## src/rtl/dfw_pkg.sv

```systemverilog
package dfw_pkg;

    localparam int NSLOT = 8;
    localparam int TAGW  = $clog2(NSLOT);
    localparam int OPW   = 6;
    localparam int DATW  = 32;
    localparam int ARCW  = 5;
    localparam int CAUW  = 4;

    typedef logic [TAGW-1:0] tag_t;
    typedef logic [OPW-1:0]  op_t;
    typedef logic [DATW-1:0] data_t;
    typedef logic [ARCW-1:0] arch_t;
    typedef logic [CAUW-1:0] cause_t;

    typedef struct packed {
        logic  here;
        tag_t  tag;
        data_t val;
    } opnd_t;

    typedef struct packed {
        logic   busy;
        logic   exec_b;
        logic   done_b;
        op_t    op;
        opnd_t  a;
        opnd_t  b;
        logic   dvld;
        arch_t  arch;
        data_t  res;
        cause_t cause;
    } slot_t;

    // capture a broadcast result into an operand that waits on its tag
    function automatic opnd_t snoop(opnd_t o, logic bv, tag_t bt, data_t bd);
        opnd_t r;
        r = o;
        if (!o.here && bv && (o.tag == bt)) begin
            r.here = 1'b1;
            r.val  = bd;
        end
        return r;
    endfunction

    function automatic logic slot_ready(slot_t s);
        return s.busy && !s.exec_b && s.a.here && s.b.here;
    endfunction

endpackage

```

## src/rtl/dfw_pick.sv

```systemverilog
module dfw_pick
    import dfw_pkg::*;
(
    input  logic [TAGW-1:0]  head,
    input  logic [NSLOT-1:0] rdy,
    output logic             found,
    output logic [TAGW-1:0]  pick
);

    tag_t idx;

    // walk from youngest to oldest so the oldest ready slot wins
    always_comb begin
        found = 1'b0;
        pick  = head;
        idx   = head;
        for (int i = NSLOT - 1; i >= 0; i--) begin
            idx = head + tag_t'(i);
            if (rdy[idx]) begin
                found = 1'b1;
                pick  = idx;
            end
        end
    end

endmodule

```

## src/rtl/dfw_ctl.sv

```systemverilog
module dfw_ctl
    import dfw_pkg::*;
(
    input  logic            clk,
    input  logic            rst,
    input  logic            alloc,
    input  logic            retire,
    input  logic            flush,
    input  logic            exc,
    output logic [TAGW-1:0] head,
    output logic [TAGW-1:0] tail,
    output logic            full,
    output logic            empty
);

    tag_t head_q, tail_q;
    logic full_q;
    tag_t head_inc, tail_inc;

    assign head_inc = head_q + tag_t'(1);
    assign tail_inc = tail_q + tag_t'(1);

    always_ff @(posedge clk) begin
        if (rst) begin
            head_q <= '0;
            tail_q <= '0;
            full_q <= 1'b0;
        end else if (flush) begin
            tail_q <= head_q;
            full_q <= 1'b0;
        end else if (exc) begin
            head_q <= head_inc;
            tail_q <= head_inc;
            full_q <= 1'b0;
        end else begin
            if (alloc)  tail_q <= tail_inc;
            if (retire) head_q <= head_inc;
            if (alloc && !retire && (tail_inc == head_q))
                full_q <= 1'b1;
            else if (retire && !alloc)
                full_q <= 1'b0;
        end
    end

    assign head  = head_q;
    assign tail  = tail_q;
    assign full  = full_q;
    assign empty = (head_q == tail_q) && !full_q;

    AST_NO_OVERFLOW: assert property (@(posedge clk) disable iff (rst)
        full |-> !alloc);
    AST_NO_UNDERFLOW: assert property (@(posedge clk) disable iff (rst)
        empty |-> !retire);

endmodule

```

## src/rtl/dfw_rob.sv

```systemverilog
module dfw_rob
    import dfw_pkg::*;
(
    input  logic            clk,
    input  logic            rst,
    input  logic            disp_valid,
    output logic            disp_ready,
    input  logic [OPW-1:0]  disp_op,
    input  logic            disp_a_rdy,
    input  logic [TAGW-1:0] disp_a_tag,
    input  logic [DATW-1:0] disp_a_val,
    input  logic            disp_b_rdy,
    input  logic [TAGW-1:0] disp_b_tag,
    input  logic [DATW-1:0] disp_b_val,
    input  logic            disp_dvld,
    input  logic [ARCW-1:0] disp_arch,
    output logic [TAGW-1:0] disp_tag,
    output logic            iss_valid,
    output logic [TAGW-1:0] iss_tag,
    output logic [OPW-1:0]  iss_op,
    output logic [DATW-1:0] iss_a,
    output logic [DATW-1:0] iss_b,
    input  logic            cmp_valid,
    input  logic [TAGW-1:0] cmp_tag,
    input  logic [DATW-1:0] cmp_data,
    input  logic [CAUW-1:0] cmp_cause,
    output logic            cmt_valid,
    output logic [TAGW-1:0] cmt_tag,
    output logic            cmt_dvld,
    output logic [ARCW-1:0] cmt_arch,
    output logic [DATW-1:0] cmt_data,
    output logic [CAUW-1:0] cmt_cause,
    input  logic            flush_in
);

    slot_t slots_q [NSLOT];
    logic [NSLOT-1:0] rdy;
    tag_t  head, tail, pick_tag;
    logic  full, empty, pick_ok;
    logic  exc, kill, alloc;
    slot_t head_s, fresh;

    for (genvar g = 0; g < NSLOT; g++) begin : g_rdy
        assign rdy[g] = slot_ready(slots_q[g]);
    end

    dfw_pick u_pick (
        .head  (head),
        .rdy   (rdy),
        .found (pick_ok),
        .pick  (pick_tag)
    );

    assign head_s     = slots_q[head];
    assign cmt_valid  = !empty && head_s.busy && head_s.done_b && !flush_in;
    assign exc        = cmt_valid && (head_s.cause != '0);
    assign kill       = flush_in || exc;
    assign disp_ready = !full && !kill;
    assign alloc      = disp_valid && disp_ready;
    assign disp_tag   = tail;

    assign iss_valid  = pick_ok && !kill;
    assign iss_tag    = pick_tag;
    assign iss_op     = slots_q[pick_tag].op;
    assign iss_a      = slots_q[pick_tag].a.val;
    assign iss_b      = slots_q[pick_tag].b.val;

    assign cmt_tag    = head;
    assign cmt_dvld   = head_s.dvld;
    assign cmt_arch   = head_s.arch;
    assign cmt_data   = head_s.res;
    assign cmt_cause  = head_s.cause;

    dfw_ctl u_ctl (
        .clk    (clk),
        .rst    (rst),
        .alloc  (alloc),
        .retire (cmt_valid && !exc),
        .flush  (flush_in),
        .exc    (exc),
        .head   (head),
        .tail   (tail),
        .full   (full),
        .empty  (empty)
    );

    // new entry, with same-cycle bypass of a matching completion
    always_comb begin
        fresh        = '0;
        fresh.busy   = 1'b1;
        fresh.op     = disp_op;
        fresh.a      = snoop('{here: disp_a_rdy, tag: disp_a_tag, val: disp_a_val},
                             cmp_valid, cmp_tag, cmp_data);
        fresh.b      = snoop('{here: disp_b_rdy, tag: disp_b_tag, val: disp_b_val},
                             cmp_valid, cmp_tag, cmp_data);
        fresh.dvld   = disp_dvld;
        fresh.arch   = disp_arch;
    end

    always_ff @(posedge clk) begin
        if (rst || kill) begin
            for (int i = 0; i < NSLOT; i++) slots_q[i] <= '0;
        end else begin
            for (int i = 0; i < NSLOT; i++) begin
                if (alloc && (tail == tag_t'(i))) begin
                    slots_q[i] <= fresh;
                end else begin
                    if (iss_valid && (pick_tag == tag_t'(i)))
                        slots_q[i].exec_b <= 1'b1;
                    if (cmp_valid && (cmp_tag == tag_t'(i)) && slots_q[i].busy) begin
                        slots_q[i].done_b <= 1'b1;
                        slots_q[i].res    <= cmp_data;
                        slots_q[i].cause  <= cmp_cause;
                    end
                    slots_q[i].a <= snoop(slots_q[i].a, cmp_valid, cmp_tag, cmp_data);
                    slots_q[i].b <= snoop(slots_q[i].b, cmp_valid, cmp_tag, cmp_data);
                    if (cmt_valid && (head == tag_t'(i)))
                        slots_q[i].busy <= 1'b0;
                end
            end
        end
    end

    AST_ONE_ISSUE: assert property (@(posedge clk) disable iff (rst)
        iss_valid |=> !(iss_valid && (iss_tag == $past(iss_tag))));
    AST_COMMIT_SEQ: assert property (@(posedge clk) disable iff (rst)
        cmt_valid |=> (!cmt_valid || (cmt_tag == tag_t'($past(cmt_tag) + 1'b1))));
    AST_EXC_DRAIN: assert property (@(posedge clk) disable iff (rst)
        (cmt_valid && (cmt_cause != '0)) |=> (!cmt_valid && !iss_valid));
    AST_FLUSH_DRAIN: assert property (@(posedge clk) disable iff (rst)
        flush_in |=> (!cmt_valid && !iss_valid));
    AST_FLUSH_HOLD: assert property (@(posedge clk) disable iff (rst)
        flush_in |-> (!cmt_valid && !iss_valid && !disp_ready));

endmodule

```

## config.mk

```make
export PLATFORM = sky130hd
export DESIGN_NAME = dfw_rob
export DESIGN_NICKNAME = d
export VERILOG_FILES = /design/src/rtl/dfw_pkg.sv /design/src/rtl/dfw_pick.sv /design/src/rtl/dfw_ctl.sv /design/src/rtl/dfw_rob.sv
export SDC_FILE = /design/constraint.sdc
export NUM_CORES = 2
export LEC_CHECK = 0
export BUFFER_PORTS_ARGS = -buffer_cell sky130_fd_sc_hd__buf_4
export CAP_MARGIN = 20
export CORE_ASPECT_RATIO = 0.7
export CORE_UTILIZATION = 40
export CTS_CLUSTER_SIZE = 10
export DETAILED_ROUTE_END_ITERATION = 8
export GPL_TIMING_DRIVEN = 0
export SYNTH_ARGS = -nofsm -noshare
export SYNTH_HDL_FRONTEND = slang
export SYNTH_HIERARCHICAL = 1
export SYNTH_SLANG_ARGS = --single-unit
```

## constraint.sdc

```tcl
create_clock -name clk -period 6.7 [get_ports clk]
set_clock_uncertainty 0.1 [all_clocks]
set_input_delay 0.335 -clock clk [delete_from_list [all_inputs] [get_ports clk]]
set_output_delay 0.335 -clock clk [all_outputs]
set_load 0.01 [all_outputs]
```

==> results.sh <==
export IMPL_fin_util_pct=46.4
export IMPL_wl_per_cell_microns=32.1
export IMPL_dpl_hpwl_mm=131
export IMPL_grt_max_degree=38
export IMPL_avgSynthCellArea_sq_um=13.4
export IMPL_relSlewSlack_pct=20.3
export IMPL_gr_total_overflow=0
export IMPL_required_ns=6.26
export IMPL_die_h_microns=300
export IMPL_clock_sinks=991
export IMPL_ir_drop_uv=239
export IMPL_holdCritPathClass="primary input to flip-flop"
export IMPL_p_total_mw=14.4
export IMPL_wirelength_mm=186
export IMPL_ys_seq_elements=991
export IMPL_start_kind="flip-flop"
export IMPL_async_flop_share_pct=0
export IMPL_io_buffers=155
export IMPL_dr_total_vias=35878
export IMPL_critical_path_class="flip-flop to primary output"
export IMPL_rsz0062_at_grt="yes"
export IMPL_post_route_min_period_ns=6.51
export IMPL_fmaxAchievable_ghz=0.154
export IMPL_first_global_vias=34170
export IMPL_rows=108
export IMPL_hold_viol_final=0
export IMPL_cp_data_arrival_time_ns=6.07
export IMPL_grt_use_total_pct=28.6
export IMPL_synth_top_area_cell="edfxtp_1"
export IMPL_viasPerCell=6.20
export IMPL_h_tree_depth=3
export IMPL_yosys_warnings=6
export IMPL_ys_types=63
export IMPL_maxSlewViolCount=0
export IMPL_clk_root_buffer_cell="clkbuf_16"
export IMPL_slowest_delay_ns=0.71
export IMPL_place_gp_congestion=0.970
export IMPL_initialDrtViolationCount=5394
export IMPL_synth_compound_area_share_pct=3.43
export IMPL_clock_latency_ns=0.75
export IMPL_synth_flop_cell="edfxtp_1"
export IMPL_synthToLayoutAreaGrowth_pct=14.3
export IMPL_cts_max_path_buffers=3
export IMPL_power_density_nw_per_um2=249
export IMPL_syn_area_sq_um=50600
export IMPL_end_kind="primary output"
export IMPL_path_max_fanout=13
export IMPL_synth_xor_area_share_pct=1.14
export IMPL_cts_buffers_inserted=110
export IMPL_initial_core_util_pct=40.6
export IMPL_clkTransAtPathRegs_ns=0.06
export IMPL_synth_adder_area_share_pct=0.0988
export IMPL_critPathSlowestCell="clkbuf_1"
export IMPL_grt_pass1_wl_mm=260
export IMPL_remaining_drc_errors=0
export IMPL_die_x_microns=427
export IMPL_synth_top_family_by_area="multiplexers"
export IMPL_worstPathCellList="buf_2 -> buf_2 -> inv_2 -> ha_1 -> mux4_2 -> mux2_2 -> nor4_1 -> o31a_1 -> clkbuf_1 -> buf_16 -> clkbuf_1 -> mux4_2 -> mux2_2 -> buf_4"
export IMPL_antenna_found_initial=20
export IMPL_yosysSeqAreaShare_pct=58.6
export IMPL_fin_crit_sh_pct=97.1
export IMPL_drive_gt1_share_pct=24.2
export IMPL_die_area_sq_um=128000
export IMPL_firstDrtPassIters=8
export IMPL_maxCapViolCount=0
export IMPL_synth_area_top_cells="edfxtp_1 (58%), mux4_2 (10%), mux2i_1 (6.8%)"
export IMPL_setup_viol=0
export IMPL_postRouteAntennaNets=0
export IMPL_synth_top_area_share_pct=58.3
export IMPL_final_nets=4228
export IMPL_synth_mux_area_fraction_pct=19.4
export IMPL_cts_tree="built"
export IMPL_synth_cells=3768
export IMPL_io_pins=252
export IMPL_core_sq_um=125000
export IMPL_synth_edf_count=984
export IMPL_tightest_slew_ns=1.19
export IMPL_synthSimpleGateAreaFrac_pct=13.3
export IMPL_p_leak_nw=21.2
export IMPL_status="completed"
final cells by class:
cell class,instances,area [sq um]
antenna,10,25.0
multi-input combinational,2327,19200
sequential,991,29700
clock buffer,129,2830
inverter,9,33.8
tap,1650,2060
fill,11177,66800
buffer,455,2040
timing repair buffer,202,1900
clock inverter,11,136
path summary, 6_finish.rpt:
check	end	cells after the start	startpoint	slack [ns]
worst min register to register	u_ctl/full	2	u_ctl/full	0.55
worst min-delay path	slots_q[2][73]	3	disp_b_val[31]	0.03
worst max register to register	slots_q[7][121]	14	u_ctl/head[1]	1.31
worst max-delay path	iss_a[9]	14	u_ctl/head[1]	0.19
power breakdown:
group          total [mW]  internal, mW  switching [mW]
clock                5.46          2.98            2.49
combinational        1.64         0.606            1.04
sequential           7.33          7.22           0.112
total                14.4          10.8            3.64
registers in the layout, summed over array words and instances (netlist names):
signal and cells:
u_ctl/tail 3, slots_q 984, u_ctl/head 3, u_ctl/full 1
placed cells by master (no fill, tap or decap), types with 16 or more instances in the layout:
cell / n
edfxtp_1: 984
nor2_1: 584
mux2i_1: 342
nor3_1: 241
clkbuf_1: 227
mux4_2: 225
o22ai_1: 195
nor3_2: 186
buf_4: 161
buf_1: 119
mux2_2: 114
clkbuf_16: 110
nand2_1: 104
buf_2: 86
nand3_1: 58
xnor2_1: 43
buf_6: 27
xor2_1: 23
nor3b_1: 22
conb_1: 16
synthesized netlist by cell type, types with 8 or more instances:
cell type,instances
nor4_1,8
xor2_1,23
o211ai_1,9
mux2i_1,342
xnor2_1,43
buf_6,25
a211oi_1,10
o21ai_0,8
nand2_1,104
and4b_1,9
buf_1,127
o22ai_1,195
mux4_2,225
a21oi_1,10
clkbuf_1,220
buf_2,83
nor2b_1,15
nor3_1,241
edfxtp_1,984
nand2b_1,12
nor3b_1,22
nor3_2,186
nor2_1,584
mux2_2,114
nand3_1,81
stage by stage:
stage / std cells / instance area (sq um) / setup TNS (ns) / hold WS (ns) / setup WS [ns]
after floorplan: 3783 / 50700 / 0 / 0.307 / 0.927
after global placement: 5588 / 53900 / -201.62 / 0.491 / -4.48
after detailed placement: 5621 / 54700 / -16.27 / 0.494 / -0.607
after CTS: 5768 / 57800 / 0 / 0.000384 / 0.00157
after global routing: 5782 / 57900 / -0.0148 / 0.0496 / -0.0148
final: 5784 / 57900 / 0 / 0.0282 / 0.192
critical path: cells and delay by family, from the launching register on:
family,cells,cell delay [ns]
fa+ha+maj,1,0.45
buf+inv,7,2.23
mux,4,1.53
compound gates,1,0.24
simple gates,1,0.32
flops,1,0.54
per-layer routing:
| metal | GRT usage [%] | vias up | part of all wire (%) |
|---|---|---|---|
| li1 | - | 14883 | - |
| met1 | 43.2 | 18237 | 43 |
| met2 | 39.3 | 2459 | 41 |
| met3 | 7.85 | 287 | 13 |
| met4 | 9.45 | 12 | 3.3 |
| met5 | 0 | - | 0.031 |
cells by family after synthesis:
group | after synthesis
muxes | 683
xor gates and xnor gates | 66
adders and majority gates | 4
and+or+nand+nor | 1292
buffers and inverters | 465
other | 1
AOI/OAI and AO/OA | 266
DFF | 991
repair_timing:
action	4_1_cts	5_1_grt
resized for setup	21	22
endpoints found under the hold margin	15	0
setup buffers	0	0
hold buffers	8	0
gates cloned	0	0
endpoints found under the setup margin	70	69
pin swaps	0	0
No activity file was read; power rests on OpenSTA's default activity.
